$ cat config.mk
export PLATFORM = sky130hd
export DESIGN_NAME = bus_stall_gen
export DESIGN_NICKNAME = d
export VERILOG_FILES = /design/src/rtl/bstall_pkg.sv /design/src/rtl/bstall_tracker.sv /design/src/rtl/bstall_timer.sv /design/src/rtl/bus_stall_gen.sv
export SDC_FILE = /design/constraint.sdc
export NUM_CORES = 1
export LEC_CHECK = 0
export ABC_AREA = 1
export BUFFER_PORTS_ARGS = -buffer_cell sky130_fd_sc_hd__buf_4
export CAP_MARGIN = 0
export CORE_ASPECT_RATIO = 1.4
export CORE_MARGIN = 1
export CORE_UTILIZATION = 54
export DETAILED_ROUTE_END_ITERATION = 10
export HOLD_SLACK_MARGIN = 0.1
export MAX_ROUTING_LAYER = met4
export PLACE_DENSITY_LB_ADDON = 0.2
export SYNTH_ARGS = -nofsm -noshare
export SYNTH_HDL_FRONTEND = slang
export SYNTH_HIERARCHICAL = 1
export SYNTH_SLANG_ARGS = --single-unit
$ cat constraint.sdc
create_clock -name clk -period 2.25 [get_ports clk]
set_clock_uncertainty 0.05 [all_clocks]
set_input_delay 0.225 -clock clk [delete_from_list [all_inputs] [get_ports clk]]
set_output_delay 0.225 -clock clk [all_outputs]
set_load 0.01 [all_outputs]
$ cat src/rtl/bstall_pkg.sv
// Shared types for the peripheral access stall generator.
// Assumes: nothing beyond IEEE 1800-2017 packages.
package bstall_pkg;

    // Why an access is being charged a stall
    typedef enum logic [1:0] {
        CHG_NONE  = 2'd0,
        CHG_FIRST = 2'd1,
        CHG_BURST = 2'd2
    } charge_kind_t;

endpackage

$ cat src/rtl/bstall_tracker.sv
// Instruction tracker: remembers the stamp of the last valid access and the
// burst access count, and decides whether the current access is charged.
// Assumes: at most one access per cycle; invalid accesses are fully ignored.
module bstall_tracker
    import bstall_pkg::*;
#(
    parameter int STAMP_W      = 16,
    parameter int BURST_PERIOD = 4
) (
    input  logic               clk,
    input  logic               rst_n,
    input  logic               acc_strobe,
    input  logic               acc_valid,
    input  logic [STAMP_W-1:0] acc_stamp,
    input  logic               acc_burst,
    output charge_kind_t       kind
);

    localparam int CNT_W = (BURST_PERIOD > 1) ? $clog2(BURST_PERIOD) : 1;
    localparam logic [CNT_W-1:0] CNT_LAST = CNT_W'(BURST_PERIOD - 1);

    logic [STAMP_W-1:0] stamp_q;
    logic               stamp_ok_q;
    logic [CNT_W-1:0]   cnt_q;
    logic [CNT_W-1:0]   cnt_next;
    logic               take;
    logic               is_new;
    logic               wrap;

    // Classify the current access and form the next burst count
    always_comb begin
        take     = acc_strobe && acc_valid;
        is_new   = !stamp_ok_q || (acc_stamp != stamp_q);
        wrap     = (cnt_q == CNT_LAST);
        cnt_next = wrap ? '0 : cnt_q + 1'b1;
        kind     = CHG_NONE;
        if (take) begin
            if (is_new)
                kind = CHG_FIRST;
            else if (acc_burst && wrap)
                kind = CHG_BURST;
        end
    end

    // Track the last valid stamp and the burst access count
    always_ff @(posedge clk) begin
        if (!rst_n) begin
            stamp_q    <= '0;
            stamp_ok_q <= 1'b0;
            cnt_q      <= '0;
        end else if (take) begin
            if (is_new) begin
                stamp_q    <= acc_stamp;
                stamp_ok_q <= 1'b1;
                cnt_q      <= '0;
            end else if (acc_burst) begin
                cnt_q <= cnt_next;
            end
        end
    end

endmodule

$ cat src/rtl/bstall_timer.sv
// Stall timer: holds the remaining stall length, counts it down, adds
// STALL_LEN per charge and clips at MAX_CHARGES*STALL_LEN.
// Assumes: at most one charge per cycle.
module bstall_timer #(
    parameter int STALL_LEN   = 4,
    parameter int MAX_CHARGES = 4
) (
    input  logic clk,
    input  logic rst_n,
    input  logic charge,
    output logic stall
);

    localparam int REM_MAX = STALL_LEN * MAX_CHARGES;
    localparam int REM_W   = $clog2(REM_MAX + 1);
    localparam int SUM_W   = REM_W + 1;
    localparam logic [SUM_W-1:0] ADD_V = SUM_W'(STALL_LEN);
    localparam logic [SUM_W-1:0] CAP_V = SUM_W'(REM_MAX);

    logic [REM_W-1:0] rem_q;
    logic [SUM_W-1:0] dec;
    logic [SUM_W-1:0] sum;
    logic [REM_W-1:0] rem_d;

    // Count down one cycle, add a charge, clip at the cap
    always_comb begin
        dec = (rem_q != '0) ? {1'b0, rem_q} - 1'b1 : {1'b0, rem_q};
        sum = dec + ADD_V;
        if (!charge)
            rem_d = dec[REM_W-1:0];
        else if (sum > CAP_V)
            rem_d = CAP_V[REM_W-1:0];
        else
            rem_d = sum[REM_W-1:0];
    end

    // Remaining stall register
    always_ff @(posedge clk) begin
        if (!rst_n)
            rem_q <= '0;
        else
            rem_q <= rem_d;
    end

    assign stall = (rem_q != '0);

endmodule

$ cat src/rtl/bus_stall_gen.sv
// Top of the peripheral access stall generator: charges a stall on the first
// valid access of each instruction and on every BURST_PERIOD-th further access
// of a burst move; charges queue into one saturating stall counter.
// Assumes: acc_valid already reflects address filtering; one access per cycle.
module bus_stall_gen
    import bstall_pkg::*;
#(
    parameter int STAMP_W      = 16,
    parameter int STALL_LEN    = 4,
    parameter int BURST_PERIOD = 4,
    parameter int MAX_CHARGES  = 4
) (
    input  logic               clk,
    input  logic               rst_n,
    input  logic               acc_strobe,
    input  logic               acc_valid,
    input  logic [STAMP_W-1:0] acc_stamp,
    input  logic               acc_burst,
    output logic               stall
);

    charge_kind_t kind;
    logic         charge;

    bstall_tracker #(
        .STAMP_W     (STAMP_W),
        .BURST_PERIOD(BURST_PERIOD)
    ) u_tracker (
        .clk       (clk),
        .rst_n     (rst_n),
        .acc_strobe(acc_strobe),
        .acc_valid (acc_valid),
        .acc_stamp (acc_stamp),
        .acc_burst (acc_burst),
        .kind      (kind)
    );

    assign charge = (kind != CHG_NONE);

    bstall_timer #(
        .STALL_LEN  (STALL_LEN),
        .MAX_CHARGES(MAX_CHARGES)
    ) u_timer (
        .clk   (clk),
        .rst_n (rst_n),
        .charge(charge),
        .stall (stall)
    );

endmodule

Word-level counts from Yosys, hierarchy flattened
Index checks and enable logic that the tools add are counted.
Widths: inputs -> output; s select.
{"block": "word_totals", "regBits": 24, "input_bits": 21, "out_inout_bits": 1, "wordCells": 28}
{"block": "classes", "addsub": 3, "n_lt_le_gt_ge": 1, "eq_ne": 2, "muxes": 9, "n_reduce_logical": 9}
{"op": "$ne 16x16->1", "n": 1}
{"op": "$mux 2", "n": 6}
{"op": "$mux 5", "n": 2}
{"op": "$add 6x3->6 const B", "n": 1}
{"op": "$gt 6x5->1 const B", "n": 1}
{"op": "$mux 6", "n": 1}
{"op": "$sub 5x1->6 const B", "n": 1}
{"op": "$reduce_bool 5->1", "n": 1}
{"op": "$reduce_and 2->1", "n": 2}
{"op": "$reduce_bool 2->1", "n": 2}
{"op": "$add 2x1->2 const B", "n": 1}
{"op": "$eq 2x2->1 const B", "n": 1}
{"op": "$logic_and 1x1->1", "n": 2}
{"op": "$logic_not 1->1", "n": 1}
{"op": "$logic_or 1x1->1", "n": 1}

Longest topological paths before layout
{"block": "depth", "depth_word": 7, "ltp_mapped": 16}

Modules after synthesis
Netlist, hierarchy kept.
{"mod": "bstall_tracker", "n_inst": 1, "cells_per_inst": 204, "area_each_um2": 1181.1, "seq_area_each_um2": 380.4}
{"mod": "bstall_timer", "n_inst": 1, "cells_per_inst": 57, "area_each_um2": 382.9, "seq_area_each_um2": 100.1}
{"mod": "bus_stall_gen", "n_inst": 1, "cells_per_inst": 3, "area_each_um2": 11.3, "seq_area_each_um2": 0.0}

Worst setup path before layout
Ideal clock, no wire load.
{"block": "synth_path", "path_kind": "reg2reg", "start": "reg u_timer.rem_q[1]", "end": "reg u_timer.rem_q[2]", "setup_ns": 0.064, "arrival_time_ns": 1.626, "t_required_ns": 2.136, "path_slack_ns": 0.510, "stages_incl_launch_ff": 14, "n_path_buf": 0, "synth_period_minus_slack_ns": 1.740, "cell_sequence": "dfxtp_1 -> inv_1 -> ha_1 -> inv_1 -> nor2_2 -> nand2_2 -> a21boi_0 -> ha_1 -> nand3_1 -> nand2_1 -> nand2_1 -> nand2_1 -> nand2_2 -> nor2_1"}
{"block": "synth_via", "elab_chain_len": 6, "word_cells_on_any_way": 7}
{"element": "from (decl)", "line_no": "bstall_timer.sv:20", "source": "logic [REM_W-1:0] rem_q;"}
{"element": "from (signal assigned)", "line_no": "bstall_timer.sv:42", "source": "rem_q <= rem_d;"}
{"element": "$reduce_bool 5->1 (*)"}
{"element": "named net stall", "line_no": "bus_stall_gen.sv:19", "source": "output logic stall"}
{"element": "$mux 6 (*)", "line_no": "bstall_timer.sv:27", "source": "dec = (rem_q != '0) ? {1'b0, rem_q} - 1'b1 : {1'b0, rem_q};"}
{"element": "$add 6x3->6", "line_no": "bstall_timer.sv:28", "source": "sum = dec + ADD_V;"}
{"element": "$gt 6x5->1", "line_no": "bstall_timer.sv:31", "source": "else if (sum > CAP_V)"}
{"element": "$mux 5", "line_no": "bstall_timer.sv:31"}
{"element": "$mux 5 (*)", "line_no": "bstall_timer.sv:29", "source": "if (!charge)"}
The timed path passes the listed nets; every way through them passes the cells marked *.
A chain may end at the register's enable or synchronous reset.

Worst setup path in the final report
{"block": "layout_path", "start": "reg u_tracker.stamp_q[13]", "end": "reg u_timer.rem_q[2]"}
{"block": "layout_via", "elab_chain_len": 6}
{"element": "from (decl)", "line_no": "bstall_tracker.sv:22", "source": "logic [STAMP_W-1:0] stamp_q;"}
{"element": "from (signal assigned)", "line_no": "bstall_tracker.sv:53", "source": "stamp_q <= acc_stamp;"}
{"element": "$ne 16x16->1", "line_no": "bstall_tracker.sv:33", "source": "is_new = !stamp_ok_q || (acc_stamp != stamp_q);"}
{"element": "$logic_or 1x1->1", "line_no": "bstall_tracker.sv:33"}
{"element": "$mux 2", "line_no": "bstall_tracker.sv:38", "source": "if (is_new)"}
{"element": "$mux 2", "line_no": "bstall_tracker.sv:37", "source": "if (take) begin"}
{"element": "named net kind[1]", "line_no": "bus_stall_gen.sv:22", "source": "charge_kind_t kind;"}
{"element": "$reduce_bool 2->1", "line_no": "bus_stall_gen.sv:38", "source": "assign charge = (kind != CHG_NONE);"}
{"element": "named net charge", "line_no": "bus_stall_gen.sv:23", "source": "logic charge;"}
{"element": "$mux 5", "line_no": "bstall_timer.sv:29"}
The timed path passes the listed nets, and every way through them passes these cells.

==> flow_metrics.env <==
export IMPL_status="completed"
export IMPL_yosys_top_cells_area="dfxtp_1, nand2_1, nor2_1"
export IMPL_grt_usage_pct=23.2
export IMPL_synth_area_per_cell_um2=5.97
export IMPL_r2r_setup_slack_ns=0.30
export IMPL_fp_coreArea_mm2=0.00270
export IMPL_start_kind="flop"
export IMPL_synth_area_mm2=0.00158
export IMPL_dieWidth_um=47.6
export IMPL_design_die_area_mm2=0.00314
export IMPL_seqCellArea_um2=480
export IMPL_report_final_slew_viol_count=0
export IMPL_grt_util_met3_pct=2.46
export IMPL_cts_buffers=3
export IMPL_drive_above_1_share_pct=15.7
export IMPL_critical_path_peak_fanout=5
export IMPL_synthDistinctLibCells=31
export IMPL_tightest_slew_ns=0.370
export IMPL_rows=22
export IMPL_gr_usage_met1_pct=25.7
export IMPL_hold_path_depth=3
export IMPL_syn2layout_area_growth_pct=14.0
export IMPL_cts_resized=0
export IMPL_arrival_ns=2.12
export IMPL_r2r_start="u_tracker/stamp_q[13]"
export IMPL_initial_utilization_pct=58.4
export IMPL_worstPathRequired_ns=2.42
export IMPL_min_from="acc_valid"
export IMPL_worstSetupPathType="reg2reg"
export IMPL_setup_violations=0
export IMPL_final_nets=312
export IMPL_drcViolationCount=0
export IMPL_cp_common_cell="nand2_1"
export IMPL_max_stage_delay_ns=0.38
export IMPL_grt_overflow=0
export IMPL_max_freq_mhz=512
export IMPL_synth_top_cell_area_share_pct=30.5
export IMPL_ff2ff_path_depth=13
export IMPL_yosysWarnings=6
export IMPL_rsz0062_at_grt="false"
export IMPL_cp_end_kind="flop"
export IMPL_clk_pin_slew_ns=0.13
export IMPL_fillCellCount=276
export IMPL_routed_wl_um=3130
export IMPL_cts_sinks=24
export IMPL_cts_root_buf="clkbuf_4"
export IMPL_whs_endpoint="u_tracker/stamp_ok_q"
export IMPL_first_global_vias=1341
export IMPL_min_path_type="in2reg"
export IMPL_num_vias=1527
export IMPL_post_drt_wl_per_cell_um=9.69
export IMPL_use_met2_pct=42.0
export IMPL_maxSlewHeadroom_pct=75.2
export IMPL_diodes=0
export IMPL_portBuffers=21
export IMPL_synth_ff_latch_count=24
export IMPL_ys_seq_area_share_pct=30.5
export IMPL_gp_congestion=0.872
export IMPL_layout_min_cycle_time_ns=1.95
export IMPL_cts_tree="built"
export IMPL_slowest_stage="dfxtp_1"
export IMPL_htreeDepth=1
export IMPL_crit_buf_inv=3
export IMPL_drtPass1Iterations=4
export IMPL_post_cts_buffers=0
export IMPL_grt_max_degree=21
export IMPL_via_per_inst=4.73
export IMPL_crit_chain="inv_1, nand2_1, nand2_1, nor2_1, nand2_1, nor3_1, nand2_1, nor3b_1, inv_1, nand2_1, inv_1, xor2_1, nor2_1"
export IMPL_die_h_um=65.9
export IMPL_r2r_end="u_timer/rem_q[2]"
export IMPL_grt_busiest_layer="met2"
export IMPL_synth_top_area_cell="dfxtp_1"
export IMPL_cts_path_max_buffers=2
export IMPL_cpLargestDelayFamily="simple AND/OR/NAND/NOR gates"
export IMPL_ios=22
export IMPL_vdd_ir_drop_max_mv=0.491
export IMPL_grt_pass1_wl_um=5240
export IMPL_finalHoldViolations=0
export IMPL_multi_input_area_um2=890
export IMPL_holdBufCountCts=0
export IMPL_dp_hpwl_um=2430
export IMPL_p_total_mw=1.37
export IMPL_syn_inst=264
export IMPL_synth_nets=288
export IMPL_finalCritPeriodShare_pct=86.8
export IMPL_antenna_found_initial=0
export IMPL_powerDensity_mw_per_mm2=765
export IMPL_clk_latency_ns=0.31
export IMPL_tns_ns=0
export IMPL_leakagePower_nw=0.910
export IMPL_drtIter0Drc=40
export IMPL_drv_cap=0
export IMPL_drtAntennaViolNets=0
-- metrics by stage --
stage               std cells  utilization (%)  setup slack [ns]  hold slack (ns)  instance area, um2
floorplan                 264                -             0.510            0.311                1580
global placement          319             65.2             0.318            0.421                1760
detailed placement        319             65.2             0.300            0.428                1760
CTS                       323             66.6             0.279            0.112                1800
global route              323             66.6             0.130            0.140                1800
finish                    323             66.6             0.297            0.127                1800
-- metal layers --
| metal | share of wire [%] | routed length, um |
|---|---|---|
| met1 | 46 | 1430 |
| met2 | 52 | 1620 |
| met3 | 1.9 | 58 |
| met4 | 0.64 | 20 |
| met5 | 0 | 0 |
-- registers in the layout, indices dropped and copies added (netlist names) --
signal and flops:
u_tracker/cnt_q 2, u_tracker/stamp_ok_q 1, u_timer/rem_q 5, u_tracker/stamp_q 16
-- how the worst max path moves through the flow --
stage | from | to | slack (ns) | cells after the start
2_1_floorplan | u_timer/rem_q[1] | u_timer/rem_q[2] | 0.51 | 13
3_3_place_gp | acc_stamp[2] | u_timer/rem_q[2] | 0.32 | 11
3_5_place_dp | u_tracker/stamp_q[13] | u_timer/rem_q[2] | 0.30 | 13
4_1_cts | u_tracker/stamp_q[13] | u_timer/rem_q[2] | 0.28 | 13
5_1_grt | u_tracker/stamp_q[7] | u_timer/rem_q[2] | 0.13 | 13
6_report | u_tracker/stamp_q[13] | u_timer/rem_q[2] | 0.30 | 13
-- cell usage in the layout, fill, tap and decap left out, types with 2 or more instances in the layout --
| cell | Yosys | layout |
|---|---|---|
| clkbuf_4 | 0 | 3 |
| nor2_1 | 55 | 55 |
| inv_2 | 6 | 6 |
| nand3_1 | 11 | 11 |
| nor2_2 | 3 | 3 |
| nand2_2 | 4 | 4 |
| nand4_1 | 4 | 4 |
| dfxtp_1 | 24 | 24 |
| xnor2_1 | 2 | 2 |
| buf_4 | 0 | 22 |
| nand2_1 | 69 | 69 |
| clkinv_1 | 2 | 2 |
| a21oi_1 | 4 | 4 |
| ha_1 | 3 | 3 |
| inv_1 | 38 | 38 |
| o21ai_0 | 20 | 20 |
| o21ai_1 | 2 | 2 |
-- worst register-to-register path, delay by kind of cell (launching register included) --
family / cells / cell delay [ns]
flip-flops: 1 / 0.38
XOR/XNOR: 1 / 0.16
buffers and inverters: 3 / 0.19
AND/OR/NAND/NOR: 9 / 1.09
-- power by group --
part           total [mW]  leakage, nW  internal (mW)  switching (mW)
Clock               0.226       0.0210         0.0988           0.127
Combinational       0.618        0.691          0.243           0.376
Sequential          0.529        0.198          0.480          0.0490
Total                1.37        0.910          0.821           0.552
-- synth_stat cells --
master    count
nor2_1       55
nand2_2       4
xor2_1        1
nand3_1      11
o21ai_1       2
inv_4         1
inv_1        38
o21ai_0      20
clkinv_1      2
nand2_4       1
nand3_2       1
nor3_1        1
o21ai_4       1
nor2_2        3
nand2_1      69
a21boi_0      1
inv_2         6
nor2_4        1
or2_0         1
a21oi_1       4
buf_6         2
nand4_1       4
ha_1          3
xnor2_1       2
nand3b_1      1
nor3b_1       1
o211ai_1      1
o21ai_2       1
dfxtp_1      24
clkbuf_1      1
a21boi_1      1
-- layout make-up --
| class | instances | share of cell area [%] |
|---|---|---|
| sequential | 24 | 26.8 |
| inverter | 47 | 9.97 |
| clock buffer | 4 | 2.02 |
| tap | 36 | 2.51 |
| multi-input combinational | 190 | 49.5 |
| timing repair buffer | 22 | 9.20 |
-- kinds of logic after synthesis --
kind of cell | count (synthesis) | share of synthesized area [%]
and+or+nand+nor | 153 | 41.1
DFF | 24 | 30.5
buffers and inverters | 50 | 13.0
adders and majority gates | 3 | 2.38
xor gates and xnor gates | 3 | 1.67
AOI/OAI and AO/OA | 31 | 11.3
Power figures use the tool's default switching activity.
